==> src/rtl/accel_ctrl_pkg.sv <==
package accel_ctrl_pkg;
  // Word indices (byte offset / 4) of the fixed registers
  localparam int W_CTRL = 0;
  localparam int W_GIE  = 1;
  localparam int W_IER  = 2;
  localparam int W_ISR  = 3;
  localparam int W_ARGS = 4;

  // Control word bit positions
  localparam int B_START = 0;
  localparam int B_DONE  = 1;
  localparam int B_IDLE  = 2;
  localparam int B_READY = 3;
  localparam int B_AUTO  = 7;

  localparam logic [1:0] RESP_OKAY = 2'b00;

  // Word index of word w of argument a; one reserved word follows each argument
  function automatic int arg_word(input int a, input int w, input int wpa);
    return W_ARGS + a * (wpa + 1) + w;
  endfunction
endpackage

==> src/rtl/axil_wr_capture.sv <==
module axil_wr_capture #(
  parameter int ADDR_W = 6,
  parameter int DATA_W = 32,
  localparam int STRB_W = DATA_W / 8
) (
  input  logic              clk,
  input  logic              rst,
  input  logic [ADDR_W-1:0] awaddr,
  input  logic              awvalid,
  output logic              awready,
  input  logic [DATA_W-1:0] wdata,
  input  logic [STRB_W-1:0] wstrb,
  input  logic              wvalid,
  output logic              wready,
  output logic              bvalid,
  input  logic              bready,
  output logic              wr_en,
  output logic [ADDR_W-1:0] wr_addr,
  output logic [DATA_W-1:0] wr_data,
  output logic [STRB_W-1:0] wr_strb
);
  logic aw_full, w_full, b_q;

  assign awready = ~aw_full;
  assign wready  = ~w_full;
  assign bvalid  = b_q;
  assign wr_en   = aw_full & w_full & ~b_q;

  always_ff @(posedge clk) begin
    if (rst) begin
      aw_full <= 1'b0;
      w_full  <= 1'b0;
      b_q     <= 1'b0;
      wr_addr <= '0;
      wr_data <= '0;
      wr_strb <= '0;
    end else begin
      if (awvalid && !aw_full) begin
        aw_full <= 1'b1;
        wr_addr <= awaddr;
      end
      if (wvalid && !w_full) begin
        w_full  <= 1'b1;
        wr_data <= wdata;
        wr_strb <= wstrb;
      end
      if (wr_en) begin
        aw_full <= 1'b0;
        w_full  <= 1'b0;
        b_q     <= 1'b1;
      end else if (b_q && bready) begin
        b_q <= 1'b0;
      end
    end
  end
endmodule

==> src/rtl/axil_rd_port.sv <==
module axil_rd_port #(
  parameter int ADDR_W = 6,
  parameter int DATA_W = 32
) (
  input  logic              clk,
  input  logic              rst,
  input  logic [ADDR_W-1:0] araddr,
  input  logic              arvalid,
  output logic              arready,
  output logic [DATA_W-1:0] rdata,
  output logic              rvalid,
  input  logic              rready,
  output logic              rd_en,
  output logic [ADDR_W-1:0] rd_addr,
  input  logic [DATA_W-1:0] rd_value
);
  logic r_q;

  assign arready = ~r_q;
  assign rvalid  = r_q;
  assign rd_en   = arvalid & ~r_q;
  assign rd_addr = araddr;

  always_ff @(posedge clk) begin
    if (rst) begin
      r_q   <= 1'b0;
      rdata <= '0;
    end else if (rd_en) begin
      r_q   <= 1'b1;
      rdata <= rd_value;
    end else if (r_q && rready) begin
      r_q <= 1'b0;
    end
  end
endmodule

==> src/rtl/ctrl_status_core.sv <==
module ctrl_status_core
  import accel_ctrl_pkg::*;
#(
  parameter int WA_W = 4
) (
  input  logic            clk,
  input  logic            rst,
  input  logic            wr_en,
  input  logic [WA_W-1:0] wr_word,
  input  logic [7:0]      wr_byte0,
  input  logic            wr_strb0,
  input  logic            rd_ctrl,
  input  logic            core_done,
  input  logic            core_ready,
  output logic            start_q,
  output logic            done_q,
  output logic            auto_q,
  output logic            gie_q,
  output logic [1:0]      ier_q,
  output logic [1:0]      isr_q,
  output logic            irq
);
  logic wr_b0;
  logic hit_ctrl, hit_gie, hit_ier, hit_isr;
  logic [1:0] isr_set, isr_tog;

  assign wr_b0    = wr_en & wr_strb0;
  assign hit_ctrl = wr_b0 && (int'(wr_word) == W_CTRL);
  assign hit_gie  = wr_b0 && (int'(wr_word) == W_GIE);
  assign hit_ier  = wr_b0 && (int'(wr_word) == W_IER);
  assign hit_isr  = wr_b0 && (int'(wr_word) == W_ISR);
  assign isr_set  = {core_ready & ier_q[1], core_done & ier_q[0]};
  assign isr_tog  = hit_isr ? wr_byte0[1:0] : 2'b00;

  always_ff @(posedge clk) begin
    if (rst) begin
      start_q <= 1'b0;
      done_q  <= 1'b0;
      auto_q  <= 1'b0;
      gie_q   <= 1'b0;
      ier_q   <= 2'b00;
      isr_q   <= 2'b00;
      irq     <= 1'b0;
    end else begin
      if (hit_ctrl && wr_byte0[B_START])      start_q <= 1'b1;
      else if (core_done && auto_q)           start_q <= 1'b1;
      else if (start_q && core_ready)         start_q <= 1'b0;

      if (core_done)    done_q <= 1'b1;
      else if (rd_ctrl) done_q <= 1'b0;

      if (hit_ctrl) auto_q <= wr_byte0[B_AUTO];
      if (hit_gie)  gie_q  <= wr_byte0[0];
      if (hit_ier)  ier_q  <= wr_byte0[1:0];

      isr_q <= (isr_q ^ isr_tog) | isr_set;
      irq   <= gie_q & |(ier_q & isr_q);
    end
  end
endmodule

==> src/rtl/arg_bank.sv <==
module arg_bank
  import accel_ctrl_pkg::*;
#(
  parameter int NUM_ARGS = 2,
  parameter int ARG_W    = 64,
  parameter int DATA_W   = 32,
  parameter int WA_W     = 4,
  localparam int WPA    = ARG_W / DATA_W,
  localparam int NB     = DATA_W / 8,
  localparam int NWORDS = NUM_ARGS * WPA
) (
  input  logic                      clk,
  input  logic                      rst,
  input  logic                      wr_en,
  input  logic [WA_W-1:0]           wr_word,
  input  logic [DATA_W-1:0]         wr_data,
  input  logic [NB-1:0]             wr_strb,
  input  logic [WA_W-1:0]           rd_word,
  output logic [DATA_W-1:0]         rd_val,
  output logic [NUM_ARGS*ARG_W-1:0] args
);
  logic [DATA_W-1:0] hit_val [NWORDS];

  for (genvar a = 0; a < NUM_ARGS; a++) begin : g_arg
    for (genvar w = 0; w < WPA; w++) begin : g_word
      localparam int IDX = arg_word(a, w, WPA);
      logic [DATA_W-1:0] q;
      always_ff @(posedge clk) begin
        if (rst) begin
          q <= '0;
        end else if (wr_en && int'(wr_word) == IDX) begin
          for (int b = 0; b < NB; b++)
            if (wr_strb[b]) q[8*b +: 8] <= wr_data[8*b +: 8];
        end
      end
      assign args[a*ARG_W + w*DATA_W +: DATA_W] = q;
      assign hit_val[a*WPA + w] = (int'(rd_word) == IDX) ? q : '0;
    end
  end

  always_comb begin
    rd_val = '0;
    for (int i = 0; i < NWORDS; i++) rd_val = rd_val | hit_val[i];
  end
endmodule

==> src/rtl/accel_ctrl_regs.sv <==
module accel_ctrl_regs
  import accel_ctrl_pkg::*;
#(
  parameter int NUM_ARGS = 2,
  parameter int ARG_W    = 64,
  parameter int DATA_W   = 32,
  parameter int ADDR_W   = 6,
  localparam int STRB_W = DATA_W / 8,
  localparam int WA_W   = ADDR_W - 2
) (
  input  logic                      clk,
  input  logic                      rst,
  input  logic [ADDR_W-1:0]         s_awaddr,
  input  logic                      s_awvalid,
  output logic                      s_awready,
  input  logic [DATA_W-1:0]         s_wdata,
  input  logic [STRB_W-1:0]         s_wstrb,
  input  logic                      s_wvalid,
  output logic                      s_wready,
  output logic [1:0]                s_bresp,
  output logic                      s_bvalid,
  input  logic                      s_bready,
  input  logic [ADDR_W-1:0]         s_araddr,
  input  logic                      s_arvalid,
  output logic                      s_arready,
  output logic [DATA_W-1:0]         s_rdata,
  output logic [1:0]                s_rresp,
  output logic                      s_rvalid,
  input  logic                      s_rready,
  output logic                      core_start,
  input  logic                      core_done,
  input  logic                      core_idle,
  input  logic                      core_ready,
  output logic [NUM_ARGS*ARG_W-1:0] core_args,
  output logic                      irq
);
  logic              wr_en, rd_en, rd_ctrl;
  logic [ADDR_W-1:0] wr_addr, rd_addr;
  logic [DATA_W-1:0] wr_data, rd_value, arg_rd;
  logic [STRB_W-1:0] wr_strb;
  logic [WA_W-1:0]   wr_word, rd_word;
  logic              done_q, auto_q, gie_q;
  logic [1:0]        ier_q, isr_q;

  assign s_bresp = RESP_OKAY;
  assign s_rresp = RESP_OKAY;
  assign wr_word = wr_addr[ADDR_W-1:2];
  assign rd_word = rd_addr[ADDR_W-1:2];
  assign rd_ctrl = rd_en && (int'(rd_word) == W_CTRL);

  axil_wr_capture #(.ADDR_W(ADDR_W), .DATA_W(DATA_W)) u_wr (
    .clk(clk), .rst(rst),
    .awaddr(s_awaddr), .awvalid(s_awvalid), .awready(s_awready),
    .wdata(s_wdata), .wstrb(s_wstrb), .wvalid(s_wvalid), .wready(s_wready),
    .bvalid(s_bvalid), .bready(s_bready),
    .wr_en(wr_en), .wr_addr(wr_addr), .wr_data(wr_data), .wr_strb(wr_strb)
  );

  axil_rd_port #(.ADDR_W(ADDR_W), .DATA_W(DATA_W)) u_rd (
    .clk(clk), .rst(rst),
    .araddr(s_araddr), .arvalid(s_arvalid), .arready(s_arready),
    .rdata(s_rdata), .rvalid(s_rvalid), .rready(s_rready),
    .rd_en(rd_en), .rd_addr(rd_addr), .rd_value(rd_value)
  );

  ctrl_status_core #(.WA_W(WA_W)) u_core (
    .clk(clk), .rst(rst),
    .wr_en(wr_en), .wr_word(wr_word), .wr_byte0(wr_data[7:0]), .wr_strb0(wr_strb[0]),
    .rd_ctrl(rd_ctrl), .core_done(core_done), .core_ready(core_ready),
    .start_q(core_start), .done_q(done_q), .auto_q(auto_q),
    .gie_q(gie_q), .ier_q(ier_q), .isr_q(isr_q), .irq(irq)
  );

  arg_bank #(.NUM_ARGS(NUM_ARGS), .ARG_W(ARG_W), .DATA_W(DATA_W), .WA_W(WA_W)) u_args (
    .clk(clk), .rst(rst),
    .wr_en(wr_en), .wr_word(wr_word), .wr_data(wr_data), .wr_strb(wr_strb),
    .rd_word(rd_word), .rd_val(arg_rd), .args(core_args)
  );

  always_comb begin
    rd_value = '0;
    case (int'(rd_word))
      W_CTRL: begin
        rd_value[B_START] = core_start;
        rd_value[B_DONE]  = done_q;
        rd_value[B_IDLE]  = core_idle;
        rd_value[B_READY] = core_ready;
        rd_value[B_AUTO]  = auto_q;
      end
      W_GIE:   rd_value[0]   = gie_q;
      W_IER:   rd_value[1:0] = ier_q;
      W_ISR:   rd_value[1:0] = isr_q;
      default: rd_value      = arg_rd;
    endcase
  end
endmodule

==> config.mk <==
export PLATFORM = sky130hd
export DESIGN_NAME = accel_ctrl_regs
export DESIGN_NICKNAME = d
export VERILOG_FILES = /design/src/rtl/accel_ctrl_pkg.sv /design/src/rtl/axil_wr_capture.sv /design/src/rtl/axil_rd_port.sv /design/src/rtl/ctrl_status_core.sv /design/src/rtl/arg_bank.sv /design/src/rtl/accel_ctrl_regs.sv
export SDC_FILE = /design/constraint.sdc
export NUM_CORES = 1
export LEC_CHECK = 0
export BUFFER_PORTS_ARGS = -buffer_cell sky130_fd_sc_hd__buf_2
export CORE_ASPECT_RATIO = 1.1
export CORE_MARGIN = 3
export CORE_UTILIZATION = 57
export CTS_BUF_LIST = sky130_fd_sc_hd__clkbuf_8
export CTS_CLUSTER_SIZE = 12
export DETAILED_ROUTE_END_ITERATION = 16
export PLACE_DENSITY = 0.9
export SETUP_SLACK_MARGIN = 0.2
export SKIP_CTS_REPAIR_TIMING = 1
export SLEW_MARGIN = 20
export SYNTH_ARGS = -nofsm -noshare
export SYNTH_HDL_FRONTEND = slang
export SYNTH_HIERARCHICAL = 1
export SYNTH_SLANG_ARGS = --single-unit
==> constraint.sdc <==
create_clock -name clk -period 2.2 [get_ports clk]
set_input_delay 0.11 -clock clk [delete_from_list [all_inputs] [get_ports clk]]
set_output_delay 0.11 -clock clk [all_outputs]
set_load 0.05 [all_outputs]
==> run_results.csv <==
group,metric,value,unit
clocking,htreeDepth,2,
clocking,clock_tree_from_tritoncts,"built",
cells_and_area,drive_gt1_frac,0.265,
clocking,clk_transition_reported_paths,0.06,ns
flow_run,max_cap_violations,0,
floorplanning,die_width,134,um
power_and_ir_drop,netSwitchingPower,1.96,mW
worst_setup_path,worst-endpoint-required,2.62,ns
drt,drc,0,
power_and_ir_drop,p_comb_frac,0.084,
cells_and_area,layout_commonest_cell,"nand2b_1",
worst_setup_path,end_kind,"flip-flop",
status,status,"finished clean",
worst_setup_path,worstReg2RegEnd,"u_args/g_arg[0].g_word[1].q[19]",
floorplanning,die_area,19700,um2
drt,dr.pass1.iters,6,
worst_setup_path,setup.worst_path.start_class,"flip-flop",
sta,grt_setup_unrepaired,"false",
cells_and_area,diode_insertion_count_for_antenna_repair,0,
floorplanning,initial_cell_density_of_the_core,0.593,
power_and_ir_drop,power.density_cell_area,633,nW/um2
worst_setup_path,worst_path_dominant_cell_family,"simple AND/OR/NAND/NOR gates",
placement,dpl_cell_area,11400,um2
worst_setup_path,critical_setup_path_kind,"reg2reg",
floorplanning,dieHeight,147,um
power_and_ir_drop,power.ir.vdd_worst,0.367,mV
worst_setup_path,cp_slowest_cell,"dfxtp_1",
drt,wl_per_cell,19.3,um
sta,timing.setup.tns,0,ns
worst_setup_path,r2r_slack,0.37,ns
min_path,timing.hold.worst.start,"core_idle",
worst_setup_path,critical_path_maximum_fanout,10,
clocking,clk_path_buf_depth,3,
power_and_ir_drop,power_report.internal_total,6.02,mW
placement,port_buffer_cells,220,
worst_setup_path,regToRegStartpoint,"u_wr/aw_full",
drt,vias,8712,
global_route,initial_antenna_violation_count,0,
drt,ant_nets,0,
clocking,clk-insertion-delay-late,0.51,ns
sta,number_of_endpoints_failing_setup_at_the_final_stage,0,
global_route,largest_net_degree_at_the_start_of_global_routing,87,
worst_setup_path,cp_num_buf_inv,2,
power_and_ir_drop,seq_power_share,0.499,
global_route,gr-total-overflow,0,
floorplanning,pin_count,229,
synth,post_synthesis_cells,1028,
global_route,via_count_of_the_first_global_routing_pass,8250,
worst_setup_path,cp_cell_sequence,"and3b_4, nor2b_1, buf_4, and3_1, buf_4, mux2i_1",
cells_and_area,fin_nets,1325,
cells_and_area,area_growth,22.3,%
sta,hold_violations,0,
clocking,cts-root-buf,"clkbuf_8",
sta,finalCriticalPeriod,1.83,ns
worst_setup_path,reg2regPathDepth,6,
floorplanning,rows,50,
synth,synth.cell_area,10300,um2
cells_and_area,final_design_area_no_fill,12600,um2
drt,drt_first_iter_violations,630,
global_route,grt_pass1_wl,44300,um
sta,timing.fmax,545,MHz
placement,gpl.final_weighted_congestion,0.852,
power_and_ir_drop,sw_frac,0.245,
sta,timing.clock.skew,0.0198,ns
power_and_ir_drop,power.clock.fraction,0.417,
drt,vias_per_cell,5.72,
synth,synth.yosys.warnings,6,
global_route,grt_usage,0.276,
worst_setup_path,critPathMaxStageDelay,0.44,ns
sta,finalCritPeriodShare,0.834,
clocking,clock_buffers_created_by_tritoncts,36,
cells_and_area,top_library_cells_by_usage_in_the_layout_fill_and_taps_aside,"237 x nand2b_1, 219 x buf_2, 213 x dfxtp_1",
worst_setup_path,timing.critical_path.arrival,2.26,ns
min_path,min_delay_path_depth,4,
floorplanning,core,17400,um2
worst_setup_path,stages_on_the_worst_setup_path,6,
synth,avgSynthCellArea,10.0,um2
sta,tightest_slew,0.729,ns
power_and_ir_drop,total_leakage_power,5.56,nW
worst_setup_path,critPathMostFrequentCell,"buf_4",
sta,relSlewSlack,0.514,
sta,slew_violations,0,
min_path,min_delay_worst_endpoint,"u_rd/rdata[2]",
drt,route.final.wire_length,29500,um
clocking,numClockSinks,213,
placement,detailedPlacementHpwl,19700,um
min_path,hp-class,"in2reg",
final cells by class:
| class | count | area (um2) |
|---|---|---|
| Clock buffer | 44 | 606 |
| Clock inverter | 17 | 71.3 |
| Fill cell | 1285 | 4790 |
| Inverter | 6 | 22.5 |
| Multi-Input combinational cell | 715 | 5500 |
| Sequential cell | 213 | 4260 |
| Tap cell | 234 | 293 |
| Timing Repair Buffer | 295 | 1840 |
per-stage QoR:
stage | hold WS, ns | std cells | setup slack [ns] | utilization | power (mW)
3_3_place_gp | 0.305 | 1415 | 0.349 | 0.658 | 4.63
2_1_floorplan | 0.208 | 1031 | 0.406 | - | 4.50
4_1_cts | -0.245 | 1476 | 0.300 | 0.697 | 7.96
6_report | 0.0179 | 1524 | 0.365 | 0.724 | 7.97
5_1_grt | 0.0321 | 1524 | 0.233 | 0.724 | 8.30
3_5_place_dp | 0.304 | 1415 | 0.301 | 0.658 | 4.64
worst max-delay path by stage:
stage,startpoint,slack [ns],endpoint
after floorplan,u_wr/bvalid,0.41,u_core/auto_q
after global placement,u_wr/aw_full,0.35,u_core/auto_q
after detailed placement,u_wr/aw_full,0.30,u_core/auto_q
after CTS,u_wr/aw_full,0.30,u_core/auto_q
after global routing,u_wr/aw_full,0.23,u_core/auto_q
final,u_wr/aw_full,0.37,u_args/g_arg[0].g_word[1].q[19]
sequential cells by signal, indices dropped and copies added, names as in the netlist:
register and count:
u_wr/wr_data 32, u_core/gie_q 1, u_core/irq 1, u_rd/rdata 32, u_core/start_q 1, u_wr/w_full 1
u_core/isr_q 2, u_wr/wr_addr 4, u_args/g_arg.g_word.q 128, u_core/auto_q 1, u_rd/rvalid 1, u_wr/bvalid 1
u_wr/wr_strb 4, u_wr/aw_full 1, u_core/done_q 1, u_core/ier_q 2
worst register-to-register path, stage by stage, from the launching register on:
cell	delay, ns
dfxtp_1	0.44
and3b_4	0.34
nor2b_1	0.19
buf_4	0.17
and3_1	0.17
buf_4	0.21
mux2i_1	0.23
power groups by stage:
| stage | registers, mW | logic (mW) | clock network [mW] |
|---|---|---|---|
| after floorplan | 4.05 | 0.447 | 0 |
| after global placement | 4.05 | 0.580 | 0 |
| after detailed placement | 4.06 | 0.587 | 0 |
| after CTS | 3.97 | 0.590 | 3.39 |
| after global routing | 3.98 | 0.716 | 3.60 |
| final | 3.98 | 0.672 | 3.33 |
routing by layer:
metal	track usage	vias to the layer above	wire (um)
met1	0.389	4167	12900
met4	0.112	0	973
met2	0.420	377	13500
li1	-	4092	-
met3	0.0479	76	2080
met5	0	-	0
No activity file was read; power rests on OpenSTA's default activity.
